### src/rtl/lldma_pkg.sv
package lldma_pkg;
  localparam int unsigned ADDR_W     = 32;
  localparam int unsigned DATA_W     = 32;
  localparam int unsigned NUM_WORDS  = 9;
  localparam int unsigned IDX_W      = $clog2(NUM_WORDS + 1);
  localparam int unsigned REG_AW     = 4;
  localparam int unsigned BYTES_PER  = DATA_W / 8;
  localparam int unsigned FRAG_IDX   = 2;
  localparam int unsigned LINK_IDX   = 5;
  localparam int unsigned LAST_BIT   = 19;
  localparam int unsigned EN_BIT     = 0;
  localparam int unsigned CHAIN_BIT  = 4;
  localparam int unsigned NOWAIT_BIT = 24;
  localparam int unsigned REG_CFG    = 0;
  localparam int unsigned REG_PTR    = 1;
  localparam int unsigned REG_WK     = 2;

  typedef enum logic [2:0] {
    ST_IDLE, ST_FETCH, ST_START, ST_RUN, ST_HALT
  } ld_state_t;

  function automatic logic [ADDR_W-1:0] word_addr(input logic [ADDR_W-1:0] base,
                                                  input logic [IDX_W-1:0] idx);
    return base + ADDR_W'(idx) * ADDR_W'(BYTES_PER);
  endfunction

  function automatic logic is_last(input logic [DATA_W-1:0] frag);
    return frag[LAST_BIT];
  endfunction

  function automatic logic is_work_addr(input logic [REG_AW-1:0] a);
    return (32'(a) >= REG_WK) && (32'(a) < REG_WK + NUM_WORDS);
  endfunction
endpackage

### src/rtl/lldma_cfg_regs.sv
module lldma_cfg_regs
  import lldma_pkg::*;
(
  input  logic              clk,
  input  logic              rst_n,
  input  logic              cfg_we,
  input  logic              ptr_we,
  input  logic [DATA_W-1:0] wdata,
  input  logic              hw_clr_en,
  output logic [DATA_W-1:0] cfg_q,
  output logic [ADDR_W-1:0] ptr_q
);
  logic [DATA_W-1:0] cfg_d;

  always_comb begin
    cfg_d = cfg_q;
    if (cfg_we) cfg_d = wdata;
    if (hw_clr_en) cfg_d[EN_BIT] = 1'b0;
  end

  always_ff @(posedge clk or negedge rst_n) begin
    if (!rst_n) begin
      cfg_q <= '0;
      ptr_q <= '0;
    end else begin
      cfg_q <= cfg_d;
      if (ptr_we) ptr_q <= ADDR_W'(wdata);
    end
  end
endmodule

### src/rtl/lldma_work_regs.sv
module lldma_work_regs
  import lldma_pkg::*;
(
  input  logic                        clk,
  input  logic                        rst_n,
  input  logic                        sw_we,
  input  logic [IDX_W-1:0]            sw_idx,
  input  logic [DATA_W-1:0]           sw_data,
  input  logic                        hw_we,
  input  logic [IDX_W-1:0]            hw_idx,
  input  logic [DATA_W-1:0]           hw_data,
  output logic [NUM_WORDS*DATA_W-1:0] words
);
  for (genvar g = 0; g < NUM_WORDS; g++) begin : g_word
    logic [DATA_W-1:0] w_q;
    always_ff @(posedge clk or negedge rst_n) begin
      if (!rst_n)                                w_q <= '0;
      else if (hw_we && hw_idx == IDX_W'(g))     w_q <= hw_data;
      else if (sw_we && sw_idx == IDX_W'(g))     w_q <= sw_data;
    end
    assign words[g*DATA_W +: DATA_W] = w_q;
  end
endmodule

### src/rtl/lldma_fetch.sv
module lldma_fetch
  import lldma_pkg::*;
(
  input  logic              clk,
  input  logic              rst_n,
  input  logic              ptr_load,
  input  logic [ADDR_W-1:0] ptr_val,
  input  logic              active,
  input  logic              rvalid,
  output logic [ADDR_W-1:0] addr,
  output logic [IDX_W-1:0]  idx,
  output logic              word_take,
  output logic              fetch_last
);
  logic [ADDR_W-1:0] base_q;
  logic [IDX_W-1:0]  idx_q;

  assign word_take  = active && rvalid;
  assign fetch_last = (idx_q == IDX_W'(NUM_WORDS - 1));
  assign addr       = word_addr(base_q, idx_q);
  assign idx        = idx_q;

  always_ff @(posedge clk or negedge rst_n) begin
    if (!rst_n) begin
      base_q <= '0;
      idx_q  <= '0;
    end else if (ptr_load) begin
      base_q <= ptr_val;
      idx_q  <= '0;
    end else if (word_take && !fetch_last) begin
      idx_q  <= idx_q + 1'b1;
    end
  end
endmodule

### src/rtl/lldma_ctrl.sv
module lldma_ctrl
  import lldma_pkg::*;
(
  input  logic              clk,
  input  logic              rst_n,
  input  logic              sw_start,
  input  logic              start_chain,
  input  logic              chan_en,
  input  logic              chain_mode,
  input  logic [ADDR_W-1:0] first_ptr,
  input  logic              rvalid,
  input  logic              rerr,
  input  logic              fetch_last,
  input  logic              xfer_done,
  input  logic              frag_last,
  input  logic [ADDR_W-1:0] next_link,
  output logic              ptr_load,
  output logic [ADDR_W-1:0] ptr_val,
  output logic              fetch_active,
  output logic              fill_we,
  output logic              hw_clr_en,
  output logic              xfer_start,
  output logic              idle,
  output logic              busy,
  output logic              chain_end,
  output logic              err_set,
  output logic              chain_done,
  output logic              err_flag
);
  ld_state_t state_q, state_d;

  always_comb begin
    state_d   = state_q;
    ptr_load  = 1'b0;
    ptr_val   = first_ptr;
    fill_we   = 1'b0;
    chain_end = 1'b0;
    err_set   = 1'b0;
    case (state_q)
      ST_IDLE: if (sw_start) begin
        if (!start_chain)            state_d = ST_START;
        else if (first_ptr == '0) begin
          err_set = 1'b1;
          state_d = ST_HALT;
        end else begin
          ptr_load = 1'b1;
          state_d  = ST_FETCH;
        end
      end
      ST_FETCH: if (rvalid) begin
        if (rerr) begin
          err_set = 1'b1;
          state_d = ST_HALT;
        end else if (!chan_en) begin
          state_d = ST_IDLE;
        end else begin
          fill_we = 1'b1;
          if (fetch_last) state_d = ST_START;
        end
      end
      ST_START: state_d = ST_RUN;
      ST_RUN: if (xfer_done) begin
        if (!chan_en) begin
          state_d = ST_IDLE;
        end else if (!chain_mode || frag_last) begin
          chain_end = 1'b1;
          state_d   = ST_IDLE;
        end else begin
          ptr_load = 1'b1;
          ptr_val  = next_link;
          state_d  = ST_FETCH;
        end
      end
      ST_HALT: state_d = ST_HALT;
      default: state_d = ST_IDLE;
    endcase
  end

  assign hw_clr_en    = chain_end || err_set;
  assign fetch_active = (state_q == ST_FETCH);
  assign xfer_start   = (state_q == ST_START);
  assign idle         = (state_q == ST_IDLE);
  assign busy         = (state_q == ST_FETCH) || (state_q == ST_START) ||
                        (state_q == ST_RUN);

  always_ff @(posedge clk or negedge rst_n) begin
    if (!rst_n) begin
      state_q    <= ST_IDLE;
      chain_done <= 1'b0;
      err_flag   <= 1'b0;
    end else begin
      state_q    <= state_d;
      chain_done <= chain_end;
      err_flag   <= err_flag || err_set;
    end
  end
endmodule

### src/rtl/lldma_loader.sv
module lldma_loader
  import lldma_pkg::*;
(
  input  logic                        clk,
  input  logic                        rst_n,
  input  logic                        reg_we,
  input  logic [REG_AW-1:0]           reg_addr,
  input  logic [DATA_W-1:0]           reg_wdata,
  output logic [DATA_W-1:0]           cfg_q,
  output logic                        mrd_req,
  output logic [ADDR_W-1:0]           mrd_addr,
  input  logic                        mrd_rvalid,
  input  logic [DATA_W-1:0]           mrd_rdata,
  input  logic                        mrd_rerr,
  output logic                        xfer_start,
  output logic                        xfer_no_wait,
  input  logic                        xfer_done,
  output logic [NUM_WORDS*DATA_W-1:0] wk_words,
  output logic                        busy,
  output logic                        chain_done,
  output logic                        err_flag
);
  logic              cfg_we, ptr_we, sw_start, wk_sw_we, idle;
  logic              ptr_load, fetch_active, fill_we, hw_clr_en;
  logic              word_take, fetch_last, chain_end, err_set;
  logic [ADDR_W-1:0] ptr_q, ptr_val;
  logic [IDX_W-1:0]  fetch_idx;
  logic [IDX_W-1:0]  sw_idx;

  assign cfg_we   = reg_we && (32'(reg_addr) == REG_CFG);
  assign ptr_we   = reg_we && (32'(reg_addr) == REG_PTR) && idle;
  assign wk_sw_we = reg_we && is_work_addr(reg_addr) && idle;
  assign sw_idx   = IDX_W'(reg_addr - REG_AW'(REG_WK));
  assign sw_start = cfg_we && reg_wdata[EN_BIT];

  assign mrd_req      = fetch_active;
  assign xfer_no_wait = cfg_q[NOWAIT_BIT];

  lldma_cfg_regs u_cfg (
    .clk(clk), .rst_n(rst_n), .cfg_we(cfg_we), .ptr_we(ptr_we),
    .wdata(reg_wdata), .hw_clr_en(hw_clr_en), .cfg_q(cfg_q), .ptr_q(ptr_q)
  );

  lldma_work_regs u_work (
    .clk(clk), .rst_n(rst_n), .sw_we(wk_sw_we), .sw_idx(sw_idx),
    .sw_data(reg_wdata), .hw_we(fill_we), .hw_idx(fetch_idx),
    .hw_data(mrd_rdata), .words(wk_words)
  );

  lldma_fetch u_fetch (
    .clk(clk), .rst_n(rst_n), .ptr_load(ptr_load), .ptr_val(ptr_val),
    .active(fetch_active), .rvalid(mrd_rvalid), .addr(mrd_addr),
    .idx(fetch_idx), .word_take(word_take), .fetch_last(fetch_last)
  );

  lldma_ctrl u_ctrl (
    .clk(clk), .rst_n(rst_n), .sw_start(sw_start),
    .start_chain(reg_wdata[CHAIN_BIT]), .chan_en(cfg_q[EN_BIT]),
    .chain_mode(cfg_q[CHAIN_BIT]), .first_ptr(ptr_q),
    .rvalid(mrd_rvalid), .rerr(mrd_rerr), .fetch_last(fetch_last),
    .xfer_done(xfer_done),
    .frag_last(is_last(wk_words[FRAG_IDX*DATA_W +: DATA_W])),
    .next_link(ADDR_W'(wk_words[LINK_IDX*DATA_W +: DATA_W])),
    .ptr_load(ptr_load), .ptr_val(ptr_val), .fetch_active(fetch_active),
    .fill_we(fill_we), .hw_clr_en(hw_clr_en), .xfer_start(xfer_start),
    .idle(idle), .busy(busy), .chain_end(chain_end), .err_set(err_set),
    .chain_done(chain_done), .err_flag(err_flag)
  );
endmodule

### config.mk
export PLATFORM = sky130hd
export DESIGN_NAME = lldma_loader
export DESIGN_NICKNAME = d
export VERILOG_FILES = /design/src/rtl/lldma_pkg.sv /design/src/rtl/lldma_cfg_regs.sv /design/src/rtl/lldma_work_regs.sv /design/src/rtl/lldma_fetch.sv /design/src/rtl/lldma_ctrl.sv /design/src/rtl/lldma_loader.sv
export SDC_FILE = /design/constraint.sdc
export NUM_CORES = 1
export LEC_CHECK = 0
export ABC_CLOCK_PERIOD_IN_PS = 5200
export BUFFER_PORTS_ARGS = -buffer_cell sky130_fd_sc_hd__buf_2
export CORE_MARGIN = 2
export CORE_UTILIZATION = 59
export DETAILED_ROUTE_END_ITERATION = 6
export HOLD_SLACK_MARGIN = 0.05
export PLACE_DENSITY_LB_ADDON = 0.05
export SYNTH_ARGS = -nofsm -noshare
export SYNTH_HDL_FRONTEND = slang
export SYNTH_SLANG_ARGS = --single-unit
### constraint.sdc
create_clock -name clk -period 5.2 [get_ports clk]
set_input_delay 1.04 -clock clk [delete_from_list [all_inputs] [get_ports clk]]
set_output_delay 1.04 -clock clk [all_outputs]
set_load 0.01 [all_outputs]
### Yosys cells after proc, flatten, opt, wreduce, memory -nomap -nowiden

Cells that the tools add are included.

* register bits after elaboration: 393
* bits in latches: 0
* RAM bits: 0
* memory bits (read-only): 0
* output and inout bits: 358
* memories kept: 0

* $add $sub $neg: 3
* multiply operators: 0
* div/mod/pow operators: 0
* magnitude comparators: 2
* eq/ne operators: 25
* shift operators: 0
* multiplexer cells: 58
* bitwise gates (word level): 0
* reductions and logical operators: 51

Operators by type and width (count)
* 2-to-1 mux 32 bit: 22
* adder 32 x 6 -> 32 bit: 1
* == test 4 x 3 -> 1 bit (second input constant): 8
* logical NOT 32 bit: 1
* logical AND 1 bit: 27
* 2-to-1 mux 3 bit: 9
* 2-to-1 mux 1 bit: 22
* nonzero test 2 bit: 11
* == test 4 x 2 -> 1 bit (second input constant): 4
* one-hot mux 3 bit (5 select lines): 1
* == test 4 x 1 -> 1 bit (second input constant): 3
* logical NOT 4 bit: 3
* == test 4 bit (second input constant): 2
* 2-to-1 mux 4 bit: 2
* == test 3 x 2 -> 1 bit (second input constant): 2
* inequality test 2 bit (second input constant): 3
* logical OR 1 bit: 5
* adder 4 x 1 -> 4 bit (second input constant): 1
* greater-or-equal comparator 4 x 2 -> 1 bit (second input constant): 1
* less-than comparator 4 bit (second input constant): 1
* inequality test 4 bit (second input constant): 1
* one-hot mux 1 bit (2 select lines): 2
* AND reduction 4 bit: 1
* subtractor 4 x 2 -> 4 bit (second input constant): 1
* 4 further kinds: 5

### Logic depth before layout (Yosys ltp)

* depth in word-level cells: 8
* depth in mapped cells: 9

### Modules after synthesis

A second synthesis with hierarchy kept.

* cells, all modules: 2280
* area, all modules: 21028.9 µm²

By module, submodules not included
* lldma_work_regs: instances 1, cells each 1850, area an instance 15225.9 µm²
* lldma_cfg_regs: instances 1, cells each 137, area an instance 2688.8 µm²
* lldma_fetch: instances 1, cells each 197, area an instance 2100.8 µm²
* lldma_ctrl: instances 1, cells each 83, area an instance 915.9 µm²
* lldma_loader: instances 1, cells each 13, area an instance 97.6 µm²

### Worst setup path after synthesis

Ideal clock, no wire load.

* path type: register -> output
* from: register u_fetch.idx_q[0] (netlist: u_fetch.idx[0])
* to: output port mrd_addr[10]
* data arrival time: 2.072 ns
* data required time: 4.160 ns
* setup slack: 2.088 ns
* stages on the path, launching flop included: 8
* cells stage by stage: dfrtp_1 -> ha_1 -> fa_1 -> a21o_2 -> a21oi_1 -> nor2_1 -> and3_1 -> xor2_1

* word-level cells in the longest chain between the ends: 1

Ends and longest elaborated chain
* start, declared: RTL line lldma_fetch.sv:16 `logic [IDX_W-1:0] idx_q;`
* start signal, assigned: RTL line lldma_fetch.sv:31 `idx_q <= idx_q + 1'b1;`
* adder 32 x 6 -> 32 bit: RTL line lldma_pkg.sv:24 `return base + ADDR_W'(idx) * ADDR_W'(BYTES_PER);`
* end, declared: RTL line lldma_loader.sv:11 `output logic [ADDR_W-1:0] mrd_addr,`

No other way between the ends.

### Final worst setup path

Same ends and word-level chain as after synthesis.

==> impl_results.md <==
- Initial Utilization: 60.0%
- Post-DP HPWL: 44,600 um
- Post-Syn Area: between 15,000 and 20,000 um^2
- Layout fillers: between 2,000 and 3,000
- Critical Path RT: 4.16 ns
- Core Rows: 65
- Final setup viols: 0
- Core Area: approximately 32,000 um^2
- Syn_nets: 2,127
- Vias in the first global route: about 16,000
- Max-cap violations: 0
- Num CTS Buffers: 42
- Measured slew at the worst slew-check pin: ~1.2 ns
- Wire per inst: roughly 24 um
- Clk sinks: 393
- Dominant synthesized flop cell: dfrtp_1
- Initial drt markers: between 1,500 and 2,000
- Achievable frequency: ~0.25 GHz
- Clock Skew: between 0.015 and 0.02 ns
- CP peak stage delay: between 0.4 and 0.5 ns
- Asr flop ratio synth: 100%
- Vias: around 17,000
- Syn avg cell area: slightly above 9 um^2
- Power per cell area: 539 nW/um^2
- Drt pass-1 iters: 6
- Initial antenna violation count: 3
- GRT Util Overall: a little under 40%
- Global-route wire length before repair: between 90,000 and 100,000 um
- Deepest clock path buffer count: 3
- Final period util: 77.4%
- H-tree Lvls: 2
- Reg area: just under 10,000 um^2
- Root Buffer: clkbuf_16
- Resized cells post-CTS: 0
- Post-Route WL: ~65,000 um
- Max_slew headroom: between 10% and 20%
- Number of flops mapped to enable cells by yosys: 0
- Share of layout cells above drive strength 1: a little over a quarter
- Worst path arrival time: ~3 ns
- Clk pin slew, worst setup/hold paths: 0.06 ns
- Pleak: about 0.011 uW
- Synth cell types: 61
- CTS tree: done
- Post-CTS setup buffers: 0
- Slew Viols, Final: 0
- Post-Synthesis Cells: 2,043
- Pwr Total: between 10,000 and 15,000 uW
- Crit Path Class: reg2out
- Setup TNS: 0 ns
- Die width: 183 um
- Sequential cell area fraction in the yosys report: between 50 and 60%
- Die H: 183 um
- # IOs: roughly 430
- VDD IR-drop max: roughly 0.32 mV
- Startpoint types: register
- Residual DRC: 0
- Critical path's slowest cell: a21oi_1
- Placer Congestion: about 0.9
- Worst-path cell chain: ha_1 -> fa_1 -> a21o_2 -> a21oi_1 -> nor2_1 -> and3_1 -> xor2_1 -> buf_2
- Outcome: completed
- Gr ovfl total: 0
- RSZ-0062 raised after global routing: false
- Die Area: 33,600 um^2
- # hold bufs at CTS: 0
- Hold Crit Class: reg2reg
- Antenna-violating nets left: 0
- Routed vias/inst: just over 6
- Final hold viol count: 0
- Multi-input logic area: around 8100 um^2
- Yosys reg bits: just under 400
- Worst-path maximum fanout: 5
- # port buffers: 431
- Clock network latency to the later pin of the worst-skew pair: between 0.5 and 0.6 ns
- Crit end category: output port
- Area grow syn2layout: 17.8%
- Period minus WS final: between 4 and 5 ns
- Yosys warns: 0
- Nets: 2,426
- Largest net degree at the start of global routing: 114
==> worst paths after layout <==
kind / cells past startpoint / startpoint / endpoint / slack [ns]
setup / recovery: 8 / u_fetch.idx[0]$_DFFE_PN0P_ / mrd_addr[10] / 1.18
hold / removal: 1 / u_cfg.cfg_q[8]$_DFFE_PN0N_ / u_cfg.cfg_q[8]$_DFFE_PN0N_ / 0.49
setup reg to reg: 5 / u_ctrl.state_q[0]$_DFFE_PN0P_ / u_work.g_word[2].w_q[7]$_DFFE_PN0P_ / 2.30
hold reg to reg: 1 / u_cfg.cfg_q[8]$_DFFE_PN0N_ / u_cfg.cfg_q[8]$_DFFE_PN0N_ / 0.49
max in group asynchronous: 2 / rst_n / u_work.g_word[4].w_q[31]$_DFFE_PN0P_ / 3.36
min in group asynchronous: 1 / rst_n / u_cfg.cfg_q[10]$_DFFE_PN0N_ / 0.54
==> flip-flops by register name, summed over array words and instances (netlist names) <==
name / count
u_work.g_word.w_q: 288
u_cfg.cfg_q: 32
u_cfg.ptr_q: 32
u_fetch.base_q: 32
u_fetch.idx: 4
u_ctrl.state_q: 3
u_ctrl.chain_done: 1
u_ctrl.err_flag: 1
==> where the power goes <==
part           switching (uW)  internal, uW  total (uW)
combinational            2140          1630        3770
clock                    1230          1890        3120
sequential                935          4230        5160
total                    4310          7750       12100
==> kinds of logic (layout without fill, tap and decap cells) <==
group                      after synthesis  after routing  synth area share, %
xor gates and xnor gates                31             31                 1.43
AOI/OAI and AO/OA                      392            392                 12.4
adders and majority gates               10             10                0.699
other                                    0              3                    0
buffers and inverters                  214            542                 5.63
and+or+nand+nor                        828            828                 18.4
DFF                                    393            393                 51.8
muxes                                  175            175                 9.65
==> routing by layer <==
layer	track usage (%)	vias to the layer above	part of all wire, %
met5	0	-	0
met1	53.8	8296	40
li1	-	7522	-
met3	8.86	162	11
met2	58.9	998	45
met4	16.6	0	4.4
==> critical path, delay by kind of cell (launching register included) <==
family          cells  cell delay, ns
simple gates        2            0.39
buf+inv             1            0.14
xor+xnor            1            0.13
compound gates      2            0.66
fa+ha+maj           2            0.70
flops               1            0.43
==> metrics by stage <==
step | hold WS [ns] | cells | util, % | setup slack (ns) | instance area (um^2)
after detailed placement | 0.484 | 2700 | 66.1 | 1.74 | 20900
after global placement | 0.473 | 2700 | 66.1 | 1.82 | 20900
after floorplan | 0.483 | 2043 | - | 2.09 | 19000
after global routing | 0.520 | 2776 | 70.7 | 1.07 | 22400
after CTS | 0.497 | 2773 | 70.6 | 1.18 | 22400
final | 0.492 | 2776 | 70.7 | 1.18 | 22400
==> cells in the final DEF (no fill, tap or decap), types with 6 or more instances in the layout <==
| cell | synthesis | layout |
|---|---|---|
| a211oi_1 | 30 | 30 |
| a21oi_1 | 150 | 150 |
| a31oi_1 | 192 | 192 |
| and3_1 | 11 | 11 |
| buf_2 | 71 | 430 |
| buf_4 | 8 | 28 |
| clkbuf_1 | 76 | 8 |
| clkbuf_16 | 0 | 43 |
| clkbuf_8 | 0 | 9 |
| clkinv_2 | 0 | 6 |
| dfrtp_1 | 393 | 393 |
| ha_1 | 9 | 9 |
| inv_1 | 7 | 7 |
| mux2_2 | 62 | 62 |
| mux2i_1 | 111 | 111 |
| nand2_1 | 428 | 428 |
| nand3_1 | 15 | 15 |
| nand4_1 | 8 | 8 |
| nor2_1 | 305 | 305 |
| nor4_1 | 9 | 9 |
| xnor2_1 | 18 | 18 |
| xor2_1 | 13 | 13 |
==> cell type report <==
cell class / count / share of cell area, %
diodes: 3 / 0.0336
inverters: 7 / 0.118
repair buffers: 462 / 10.9
clock inverters: 13 / 0.879
well taps: 402 / 2.25
clock buffers: 60 / 5.50
flip-flops and latches: 393 / 44.0
multi-input cells: 1436 / 36.3
==> synthesized netlist by cell type (7+ instances only) <==
| master | number | share of area, % |
|---|---|---|
| buf_4 | 8 | 0.32 |
| a211oi_1 | 30 | 1.2 |
| and3_1 | 11 | 0.36 |
| mux2_2 | 62 | 3.7 |
| buf_2 | 71 | 1.9 |
| mux2i_1 | 111 | 5.9 |
| inv_1 | 7 | 0.14 |
| nand4_1 | 8 | 0.26 |
| xnor2_1 | 18 | 0.83 |
| nor2_1 | 305 | 6.0 |
| xor2_1 | 13 | 0.60 |
| clkbuf_1 | 76 | 1.5 |
| a21oi_1 | 150 | 4.0 |
| nand3_1 | 15 | 0.40 |
| buf_1 | 36 | 0.71 |
| ha_1 | 9 | 0.59 |
| nor4_1 | 9 | 0.30 |
| dfrtp_1 | 393 | 52 |
| nand2_1 | 428 | 8.5 |
| a31oi_1 | 192 | 6.3 |
| buf_6 | 13 | 0.77 |
(Power assumes the default switching activity.)
